<file path="src/rtl/rx_store_pkg.sv">
// Shared types for the receive character store.
// Assumes: one received character is a byte plus three receiver flags,
// and the store itself supplies the overrun flag.
package rx_store_pkg;

    // Stored entry. Packed so that bit 11 is overrun, 10 break, 9 parity,
    // 8 framing and 7:0 the data byte.
    typedef struct packed {
        logic       ovr;
        logic       brk;
        logic       par;
        logic       frm;
        logic [7:0] data;
    } rx_entry_t;

    localparam int ENTRY_W = $bits(rx_entry_t);
    localparam int STAT_W  = 4;

endpackage

</file>
<file path="src/rtl/rx_entry_queue.sv">
// Character storage for the receive store.
// In queue mode it holds up to DEPTH entries, first-in first-out.
// In single mode it holds at most one entry.
// Assumes: wr_en is raised only when there is room or a pop happens in the
// same cycle; rd_en is raised only when not empty; queue_en changes only
// while empty.
module rx_entry_queue
    import rx_store_pkg::*;
#(
    parameter int DEPTH = 16
) (
    input  logic      clk,
    input  logic      rst_n,
    input  logic      queue_en,
    input  logic      wr_en,
    input  rx_entry_t wr_entry,
    input  logic      rd_en,
    output rx_entry_t head,
    output logic      empty,
    output logic      full
);

    localparam int AW = (DEPTH > 1) ? $clog2(DEPTH) : 1;
    localparam int CW = $clog2(DEPTH + 1);
    localparam logic [AW-1:0] LAST_SLOT = AW'(DEPTH - 1);
    localparam logic [CW-1:0] CAP_QUEUE = CW'(DEPTH);
    localparam logic [CW-1:0] CAP_SINGLE = CW'(1);

    rx_entry_t     mem [DEPTH];
    logic [AW-1:0] wr_ptr;
    logic [AW-1:0] rd_ptr;
    logic [CW-1:0] count;
    logic [CW-1:0] cap;

    // Capacity follows the selected mode.
    always_comb cap = queue_en ? CAP_QUEUE : CAP_SINGLE;

    // Flags come from the occupancy count.
    always_comb begin
        empty = (count == '0);
        full  = (count >= cap);
    end

    // The oldest entry is always visible at the head.
    always_comb head = mem[rd_ptr];

    // One write-enabled register per slot.
    for (genvar g = 0; g < DEPTH; g++) begin : g_slot
        // Captures the incoming entry when this slot is the write target.
        always_ff @(posedge clk) begin
            if (!rst_n) begin
                mem[g] <= '0;
            end else if (wr_en && (wr_ptr == AW'(g))) begin
                mem[g] <= wr_entry;
            end
        end
    end

    // Advances the write pointer and wraps it at the last slot.
    always_ff @(posedge clk) begin
        if (!rst_n) begin
            wr_ptr <= '0;
        end else if (wr_en) begin
            wr_ptr <= (wr_ptr == LAST_SLOT) ? '0 : wr_ptr + AW'(1);
        end
    end

    // Advances the read pointer and wraps it at the last slot.
    always_ff @(posedge clk) begin
        if (!rst_n) begin
            rd_ptr <= '0;
        end else if (rd_en) begin
            rd_ptr <= (rd_ptr == LAST_SLOT) ? '0 : rd_ptr + AW'(1);
        end
    end

    // Tracks how many entries are held.
    always_ff @(posedge clk) begin
        if (!rst_n) begin
            count <= '0;
        end else begin
            case ({wr_en, rd_en})
                2'b10:   count <= count + CW'(1);
                2'b01:   count <= count - CW'(1);
                default: count <= count;
            endcase
        end
    end

endmodule

</file>
<file path="src/rtl/rx_push_ctrl.sv">
// Decides whether an incoming character is stored or lost.
// When one is lost it flags the overrun and marks the next stored character.
// Assumes: full describes the storage before this cycle's pop.
module rx_push_ctrl (
    input  logic clk,
    input  logic rst_n,
    input  logic push_valid,
    input  logic full,
    input  logic pop,
    output logic wr_en,
    output logic ovr_evt,
    output logic ovr_mark
);

    logic room;
    logic pend_q;

    // A pop in the same cycle frees the slot that the push needs.
    always_comb begin
        room     = !full || pop;
        wr_en    = push_valid && room;
        ovr_evt  = push_valid && !room;
        ovr_mark = pend_q;
    end

    // Remembers a lost character until the next one is stored.
    always_ff @(posedge clk) begin
        if (!rst_n) begin
            pend_q <= 1'b0;
        end else if (ovr_evt) begin
            pend_q <= 1'b1;
        end else if (wr_en) begin
            pend_q <= 1'b0;
        end
    end

endmodule

</file>
<file path="src/rtl/rx_status_reg.sv">
// Status register of the receive store.
// Bits 2:0 are loaded from the character being read; bit 3 is a sticky overrun.
// Assumes: load is raised only for a read that returns a character.
module rx_status_reg (
    input  logic       clk,
    input  logic       rst_n,
    input  logic       load,
    input  logic [2:0] load_flags,
    input  logic       ovr_set,
    input  logic       clr,
    output logic [3:0] stat
);

    // Clear takes priority over a load for bits 2:0.
    always_ff @(posedge clk) begin
        if (!rst_n) begin
            stat[2:0] <= '0;
        end else if (clr) begin
            stat[2:0] <= '0;
        end else if (load) begin
            stat[2:0] <= load_flags;
        end
    end

    // An overrun in the same cycle takes priority over a clear for bit 3.
    always_ff @(posedge clk) begin
        if (!rst_n) begin
            stat[3] <= 1'b0;
        end else begin
            stat[3] <= ovr_set || (stat[3] && !clr);
        end
    end

endmodule

</file>
<file path="src/rtl/rx_char_store.sv">
// Receive character store: keeps received characters and their error flags,
// and presents them through a data read, a status register and an error clear.
// Assumes: the strobes are single-cycle and synchronous to clk, and queue_en
// changes only while the store is empty.
module rx_char_store
    import rx_store_pkg::*;
#(
    parameter int DEPTH = 16
) (
    input  logic               clk,
    input  logic               rst_n,
    input  logic               queue_en,
    input  logic               push_valid,
    input  logic [7:0]         push_data,
    input  logic               push_frm,
    input  logic               push_par,
    input  logic               push_brk,
    input  logic               data_rd,
    input  logic               err_clr,
    output logic [ENTRY_W-1:0] rd_word,
    output logic [STAT_W-1:0]  stat,
    output logic               rx_empty,
    output logic               rx_full
);

    rx_entry_t wr_entry;
    rx_entry_t head;
    logic      pop;
    logic      wr_en;
    logic      ovr_evt;
    logic      ovr_mark;

    // A read only takes effect when a character is held.
    always_comb pop = data_rd && !rx_empty;

    // Builds the stored entry from the receiver flags and the pending overrun mark.
    always_comb begin
        wr_entry.ovr  = ovr_mark;
        wr_entry.brk  = push_brk;
        wr_entry.par  = push_par;
        wr_entry.frm  = push_frm;
        wr_entry.data = push_data;
    end

    rx_push_ctrl i_push (
        .clk        (clk),
        .rst_n      (rst_n),
        .push_valid (push_valid),
        .full       (rx_full),
        .pop        (pop),
        .wr_en      (wr_en),
        .ovr_evt    (ovr_evt),
        .ovr_mark   (ovr_mark)
    );

    rx_entry_queue #(.DEPTH(DEPTH)) i_queue (
        .clk      (clk),
        .rst_n    (rst_n),
        .queue_en (queue_en),
        .wr_en    (wr_en),
        .wr_entry (wr_entry),
        .rd_en    (pop),
        .head     (head),
        .empty    (rx_empty),
        .full     (rx_full)
    );

    rx_status_reg i_stat (
        .clk        (clk),
        .rst_n      (rst_n),
        .load       (pop),
        .load_flags ({head.brk, head.par, head.frm}),
        .ovr_set    (ovr_evt),
        .clr        (err_clr),
        .stat       (stat)
    );

    // Holds the last character read; a read while empty leaves it unchanged.
    always_ff @(posedge clk) begin
        if (!rst_n) begin
            rd_word <= '0;
        end else if (pop) begin
            rd_word <= head;
        end
    end

endmodule

</file>
<file path="config.mk">
export PLATFORM = sky130hd
export DESIGN_NAME = rx_char_store
export DESIGN_NICKNAME = d
export VERILOG_FILES = /design/src/rtl/rx_store_pkg.sv /design/src/rtl/rx_entry_queue.sv /design/src/rtl/rx_push_ctrl.sv /design/src/rtl/rx_status_reg.sv /design/src/rtl/rx_char_store.sv
export SDC_FILE = /design/constraint.sdc
export NUM_CORES = 1
export LEC_CHECK = 0
export BUFFER_PORTS_ARGS = -buffer_cell sky130_fd_sc_hd__buf_2
export CORE_MARGIN = 1
export CORE_UTILIZATION = 65
export CTS_BUF_LIST = sky130_fd_sc_hd__clkbuf_8
export DETAILED_ROUTE_END_ITERATION = 8
export PLACE_DENSITY_LB_ADDON = 0.2
export SLEW_MARGIN = 30
export SYNTH_ARGS = -nofsm -noshare
export SYNTH_HDL_FRONTEND = slang
export SYNTH_SLANG_ARGS = --single-unit
</file>
<file path="constraint.sdc">
create_clock -name clk -period 7.93 [get_ports clk]
set_input_delay 1.586 -clock clk [delete_from_list [all_inputs] [get_ports clk]]
set_output_delay 1.586 -clock clk [all_outputs]
set_load 0.1 [all_outputs]
</file>
==> results.py <==
metrics = {
    "outcome": {
        "status": "complete, no violations",
    },
    "placed_design": {
        "gp_congestion": 0.826,
        "placement.io_buffers": 34,
        "dp.cells": 935,
        "hpwl_um": 14900,
    },
    "floorplan": {
        "die_x_um": 129,
        "die_area_um2": 16700,
        "start_util_pct": 66.4,
        "rows": 46,
        "io_pins": 35,
        "core_um2": 15800,
        "fp.dieH_um": 129,
    },
    "synthesis": {
        "synth_edf_count": 192,
        "synth_area_um2": 10500,
        "ys_ff_latch": 226,
        "ys_types": 48,
        "synth_common_cells": "192 x and2_1, 192 x edfxtp_1, 45 x mux4_2",
        "async_flop_share_pct": 0,
        "seq_area_frac_synth_pct": 61.4,
        "synth_area_leaders": "edfxtp_1 55%, and2_1 11%, mux4_2 9.6%, dfxtp_1 6.5%, mux2i_1 2.5%",
        "synth_warnings": 0,
        "synth_top_cell_area_share_pct": 54.9,
        "syn_inst": 722,
        "synth_top_flop_cell": "edfxtp_1",
        "syn_nets": 750,
        "yosys.area.top_type": "edfxtp_1",
        "syn_avg_cell_area_um2": 14.5,
    },
    "worst_setup_path": {
        "cp.required_ns": 6.34,
        "end_kind": "output pin",
        "reg2reg_depth": 7,
        "arrival_ns": 3.25,
        "path_class": "in2out",
        "worstPathMaxFanout": 24,
        "cp-start-kind": "input port",
    },
    "timing": {
        "setup_viol": 0,
        "maxSlewViolCount": 0,
        "tightest_slew_ns": 0.986,
        "fin_crit_sh_pct": 60.9,
        "skew_ns": 0.0145,
        "hold_slack_ns": 0.509,
        "relSlewSlack_pct": 34.1,
        "setup_tns_ns": 0,
        "timing.fmax_ghz": 0.207,
        "hold_viol_final": 0,
        "rsz0062_at_grt": "false",
        "fin_crit_ns": 4.83,
    },
    "power": {
        "pwr-share-seq_pct": 46.1,
        "p_sw_share_pct": 34.2,
        "p_per_area_nw_per_um2": 276,
        "p_clk_share_pct": 30.1,
        "leakagePower_nw": 4.27,
        "ir_worst_vdd_mv": 0.223,
        "p_switching_mw": 1.09,
        "p_comb_share_pct": 23.9,
        "intPower_mw": 2.09,
    },
    "cts": {
        "cts-root-buf": "clkbuf_8",
        "path_clk_slew_ns": 0.05,
        "cts_buffers": 38,
        "cts-resized-gates": 0,
        "cts_tree": "built",
        "clock_path_buffers": 3,
        "hold_buffers": 0,
        "htreeDepth": 2,
        "clk_latency_ns": 0.53,
        "post-cts-setup-buffers": 0,
        "cts.sinks": 226,
    },
    "routing": {
        "routed_wl_um": 23400,
        "avgRoutedWirePerCell_um": 23.3,
        "drtIter0Drc": 583,
        "drc": 0,
        "ant_nets": 0,
        "via_per_inst": 6.17,
        "vias": 6191,
        "dr.pass1.iters": 5,
    },
    "grt": {
        "grt_use_met2_pct": 48.4,
        "grt_antenna_before_repair": 0,
        "grt_pass1_wl_um": 35800,
        "grt_overflow": 0,
        "met1_usage_pct": 39.9,
        "grt_max_degree": 50,
        "track_usage_pct": 30.0,
        "grt_pass1_vias": 6241,
        "top_usage_layer": "met2",
        "globalRouteMet3Util_pct": 4.79,
    },
    "finish": {
        "nets": 787,
        "layout-drive-gt1-share_pct": 22.0,
        "layout.cells.non_filler": 1004,
        "fin_util_pct": 72.8,
        "area_growth_pct": 9.67,
        "diodes": 0,
    },
    "hold_path": {
        "hp-class": "reg2reg",
        "holdPathStages": 2,
    },
    "run": {
        "drv_cap": 0,
    },
}
## critical path, stage by stage
cell and delay [ns]:
buf_2 0.08, inv_1 0.05, ha_1 0.27, nor2_1 0.05, a31o_4 0.26, inv_2 0.40
buf_2 0.53
## power groups by stage
stage	Clock [mW]	Combinational, mW	Sequential, mW
5_1_grt	1.01	0.800	1.48
4_1_cts	0.966	0.758	1.47
6_report	0.956	0.759	1.47
3_3_place_gp	0	0.739	1.48
3_5_place_dp	0	0.755	1.49
2_1_floorplan	0	0.439	1.64
## cells by family after synthesis
logic type / after synthesis / synth area share (%)
AOI/OAI and AO/OA: 78 / 5.82
xor gates and xnor gates: 2 / 0.167
adders and majority gates: 11 / 1.38
buffers and inverters: 62 / 2.82
DFF: 226 / 61.4
muxes: 77 / 13.6
and+or+nand+nor: 266 / 14.8
## cell type report
cell class | count | area (um2)
timing repair buffer | 52 | 305
clock inverter | 29 | 144
clock buffer | 40 | 551
fill | 1007 | 4310
tap | 216 | 270
inverter | 7 | 26.3
multi-input combinational | 434 | 3770
sequential | 226 | 6450
## per-stage QoR
step                instance area (um2)  power, mW  setup WS, ns
finish                            11500       3.18          3.10
global route                      11500       3.29          3.04
CTS                               11500       3.19          3.11
detailed placement                10800       2.24          3.11
global placement                  10800       2.22          3.15
floorplan                         10500       2.08          3.54
## layout by cell type (no fill, tap or decap), drive strengths merged, types with 2 or more instances in the layout
cell type  synthesis  final
nor2b              2      2
mux4              51     51
clkinv             1     11
nand3             15     15
edfxtp           192    192
buf               31     52
or2                4      4
a31o               2      2
a21o               6      6
inv                6     23
and2             192    192
mux2i             26     26
o221ai             9      9
nor3               4      4
nor2              16     16
ha                10     10
or3                2      2
nand2             25     25
o21ai             24     24
nand2b             4      4
a211oi            19     19
a21oi             10     10
clkbuf            24     40
dfxtp             34     34
## sequential cells by signal, summed over array words and instances (netlist names), named ones only
name             flops
i_push.ovr_mark      1
i_queue.count        5
i_queue.mem        192
i_queue.rd_ptr       4
i_queue.wr_ptr       4
i_stat.stat          4
rd_word             12
## routing by layer
metal  wire length (um)  up-vias
met5                  0        -
met4                919        0
met3               1790       62
met2              11400      266
met1               9260     3104
li1                   -     2759
## worst paths after layout
kind | end | startpoint | slack (ns)
worst max-delay path | rx_full | queue_en | 3.10
worst max register to register | i_queue.mem[5][3] | i_queue.count[0] | 5.14
worst min register to register | i_stat.stat[2] | i_stat.stat[2] | 0.51
worst min-delay path | i_stat.stat[2] | i_stat.stat[2] | 0.51
Note: power is estimated with default switching activity, not from simulation.
